File: src/rtl/pll_ctl_reg.sv
module pll_ctl_reg #(
  parameter int RW = 4,
  parameter int NW = 8,
  parameter int LW = 4,
  parameter logic [RW-1:0] R_RST = 'd1,
  parameter logic [NW-1:0] N_RST = 'd16,
  parameter logic [LW-1:0] L_RST = 'd2,
  localparam int DW = 2 + RW + NW + LW
) (
  input  logic          clk,
  input  logic          rst_n,
  input  logic          wr_en,
  input  logic [DW-1:0] wr_data,
  output logic [DW-1:0] rd_data,
  output logic          pll_on_o,
  output logic          vco_sel_o,
  output logic [RW-1:0] r_eff_o,
  output logic [NW-1:0] n_eff_o,
  output logic [LW-1:0] l_o
);
  localparam int RLO = 2;
  localparam int NLO = RLO + RW;
  localparam int LLO = NLO + NW;

  logic          en_q, sel_q;
  logic [RW-1:0] r_q;
  logic [NW-1:0] n_q;
  logic [LW-1:0] l_q;

  wire          req_en  = wr_data[0];
  wire          req_sel = wr_data[1];
  wire [LW-1:0] req_l   = wr_data[LLO +: LW];

  wire dual   = (req_en != en_q) && (req_sel != sel_q);
  wire sel_ok = !dual && !(req_sel && !sel_q && (!en_q || req_l == '0));
  wire en_ok  = !dual && !(!req_en && en_q && sel_q);

  always_ff @(posedge clk or negedge rst_n) begin
    if (!rst_n) begin
      en_q  <= 1'b0;
      sel_q <= 1'b0;
      r_q   <= R_RST;
      n_q   <= N_RST;
      l_q   <= L_RST;
    end else if (wr_en) begin
      if (sel_ok) sel_q <= req_sel;
      if (en_ok)  en_q  <= req_en;
      r_q <= wr_data[RLO +: RW];
      n_q <= wr_data[NLO +: NW];
      l_q <= req_l;
    end
  end

  wire l_live = |l_q;

  assign rd_data   = {l_q, n_q, r_q, sel_q, en_q};
  assign pll_on_o  = en_q & l_live;
  assign vco_sel_o = sel_q & l_live;
  assign r_eff_o   = (r_q == '0) ? {{(RW-1){1'b0}}, 1'b1} : r_q;
  assign n_eff_o   = (n_q == '0) ? {{(NW-1){1'b0}}, 1'b1} : n_q;
  assign l_o       = l_q;
endmodule

File: config.mk
export PLATFORM = sky130hd
export DESIGN_NAME = pll_ctl_reg
export DESIGN_NICKNAME = d
export VERILOG_FILES = /design/src/rtl/pll_ctl_reg.sv
export SDC_FILE = /design/constraint.sdc
export NUM_CORES = 1
export LEC_CHECK = 0
export BUFFER_PORTS_ARGS = -buffer_cell sky130_fd_sc_hd__buf_2
export CAP_MARGIN = 40
export CORE_MARGIN = 3
export CORE_UTILIZATION = 41
export DETAILED_ROUTE_END_ITERATION = 6
export PLACE_DENSITY = 0.78
export SLEW_MARGIN = 20
export SYNTH_ARGS = -nofsm -noshare
export SYNTH_HDL_FRONTEND = slang
export SYNTH_SLANG_ARGS = --single-unit
File: constraint.sdc
create_clock -name clk -period 1.9 [get_ports clk]
set_clock_uncertainty 0.05 [all_clocks]
set_input_delay 0.38 -clock clk [delete_from_list [all_inputs] [get_ports clk]]
set_output_delay 0.38 -clock clk [all_outputs]
set_load 0.05 [all_outputs]
==> impl_metrics.toml <==
[final_layout]
final_nets = 140
antenna_cells = 0
instances_no_fill = 143
drive_gt1_share_pct = 72.4
syn_to_final_growth_pct = 30.1

[yosys]
synth_fp_nets = 95
yosys_warnings = 0
synth_top_family_by_area = "multiplexers"
synth_edf_count = 0
ys_types = 19
ys_seq_area_share_pct = 51.6
synth.top_cell.area_share_pct = 42.6
yosys.area.top_type = "dfrtp_1"
ys_ff_latch = 18
synth_compound_area_share_pct = 4.12
synthXorXnorAreaFrac_pct = 0
synthFlopType = "dfrtp_1"
synth_simple_gate_area_share_pct = 5.40
synth_area_per_cell_um2 = 12.2
synth_mux_area_share_pct = 23.3
netlist_area_um2 = 881
synthTopCellsByArea = "dfrtp_1 (43%), mux2_2 (20%), dfstp_2 (8.9%)"
async_flop_share_pct = 100
synth_fa_ha_area_share_pct = 2.84
synthCells = 72

[worst_setup_path]
startpoint_type = "flop"
cp_slowest_cell = "dfrtp_1"
path_class = "flop to output pin"
worstPathMaxFanout = 4
crit_chain = "nor4_1 -> a21o_1 -> clkbuf_4"
arrival_ps = 1360
cp-end-kind = "output pin"
cp.required_ps = 1470
cpPeakStageDelay_ps = 410

[die]
start_util_pct = 44.0
die_h_um = 52.4
die_area_um2 = 2740
pin_count = 57
coreArea_um2 = 2000
rows = 16
die_w_um = 52.4

[placed_design]
port_buffers = 56
place_ws_ps = 311
gp_congestion = 0.629
place_inst = 138
hpwl_um = 1370

[clock_network]
post_cts_buffers = 0
htreeDepth = 1
cts.sinks = 18
cts-root-buf = "clkbuf_4"
cts.clk_slew.worst_paths_ps = 100
numCtsBuffers = 3
clk_latency_ps = 280
cts_tree = "yes"
max-clock-path-buffers = 2

[route]
drcViolationCount = 0
drt-pass1-iter-count = 2
routed_wl_um = 1770
wl_per_cell_um = 12.3
drtIter0Drc = 2
ant_nets = 0
viasPerCell = 4.76
vias = 681

[timing]
finalHoldViolations = 0
fin_crit_sh_pct = 94.4
drv_slew = 0
fin_setup_tns_ps = 0
fmax_mhz = 558
max_slew_margin_pct = 74.1
layout_min_cycle_time_ps = 1790
final-setup-viol-count = 0
fin_ws_ps = 107
rsz0062_at_grt = "false"
worstMarginPinSlew_ps = 389

[min_path]
hp-class = "input port to flop"

[grt]
grt_pass1_vias = 626
grt_overflow = 0
grt_pass1_wl_um = 2750
antenna_found_initial = 0
grt_usage_pct = 13.7
grt_max_degree = 19

[power]
switching_share_pct = 49.4
p_leak_nw = 0.589
p_switching_w = 0.000700
ir_worst_vdd_mv = 0.714
clkPwrFrac_pct = 13.5
p_per_area_nw_per_um2 = 1240
pwr-share-seq_pct = 35.0
comb_power_share_pct = 51.5
p_int_w = 0.000716

[outcome]
status = "finished clean"

[run]
maxCapViolCount = 0
## power groups by stage
| stage | clock network (W) | logic, W | registers, W |
|---|---|---|---|
| finish | 0.000191 | 0.000729 | 0.000496 |
| global placement | 0 | 0.000722 | 0.000497 |
| global route | 0.000217 | 0.000767 | 0.000505 |
| CTS | 0.000203 | 0.000733 | 0.000494 |
| floorplan | 0 | 0.000505 | 0.000618 |
| detailed placement | 0 | 0.000730 | 0.000501 |
## cells in the final DEF, fill, tap and decap left out, types with 2 or more instances in the layout
cell type	count
nor3_1	3
buf_2	55
ha_1	2
dfstp_2	3
inv_1	3
clkbuf_4	4
dfrtp_1	15
mux2_2	16
nor2_1	2
## through the flow
stage	hold slack [ps]	cell area, µm²	util (%)	total power [W]
2_1_floorplan	34.4	881	-	0.00112
6_report	266	1150	57.3	0.00142
3_5_place_dp	281	1100	55.0	0.00123
5_1_grt	254	1150	57.3	0.00149
3_3_place_gp	276	1100	55.0	0.00122
4_1_cts	257	1140	56.8	0.00143
## state kept, by name, indices dropped and copies added, names as in the netlist
signal / cells
l_o: 4
n_q: 8
r_q: 4
en_q: 1
sel_q: 1
## final timing paths
path,startpoint,endpoint,slack [ps],cells past startpoint
min reg2reg,n_q[0]$_DFFE_PN0P_,n_q[0]$_DFFE_PN0P_,500,1
max,n_q[7]$_DFFE_PN0P_,n_eff_o[0],110,3
max in group asynchronous,rst_n,l_o[1]$_DFFE_PN1P_,1000,2
min,wr_data[7],n_q[1]$_DFFE_PN0P_,270,2
max reg2reg,sel_q$_DFFE_PN0P_,sel_q$_DFFE_PN0P_,340,5
min in group asynchronous,rst_n,n_q[5]$_DFFE_PN0P_,480,2
## synth_stat cells, types with 2 or more instances
library cell,instances
nor4_1,2
dfstp_2,3
buf_4,7
dfrtp_1,15
nor3_1,3
inv_1,3
clkbuf_1,10
ha_1,2
mux2_2,16
nor2_1,2
## logic make-up (layout without fill, tap and decap cells)
logic type	Yosys count	after routing
simple gates	9	9
compound gates	4	4
mux	18	18
buf+inv	21	65
fa+ha+maj	2	2
flops	18	18
## layout make-up
type,count,area (µm²)
Fill cell,192,856
Sequential cell,18,454
Multi-Input combinational cell,33,320
Timing Repair Buffer,58,300
Tap cell,27,33.8
Clock buffer,4,26.3
Inverter,3,11.3
## worst max-delay path, delay by kind of cell, from the launching register on
| family | cells | cell delay (ps) |
|---|---|---|
| buffers and inverters | 1 | 220 |
| DFF | 1 | 410 |
| AOI/OAI and AO/OA | 1 | 150 |
| and+or+nand+nor | 1 | 300 |
## per-layer routing
layer,track usage [%],vias up,part of all wire (%)
met4,6.38,0,0.74
met3,3.70,2,11
li1,-,318,-
met5,0,-,0
met1,16.3,319,42
met2,22.7,42,46
## timing repair
action                                  CTS  global route
endpoints found under the setup margin    0             3
gates resized for setup                   0             2
hold endpoints to repair                 15             0
hold buffers                              1             0
(Power assumes the default switching activity.)
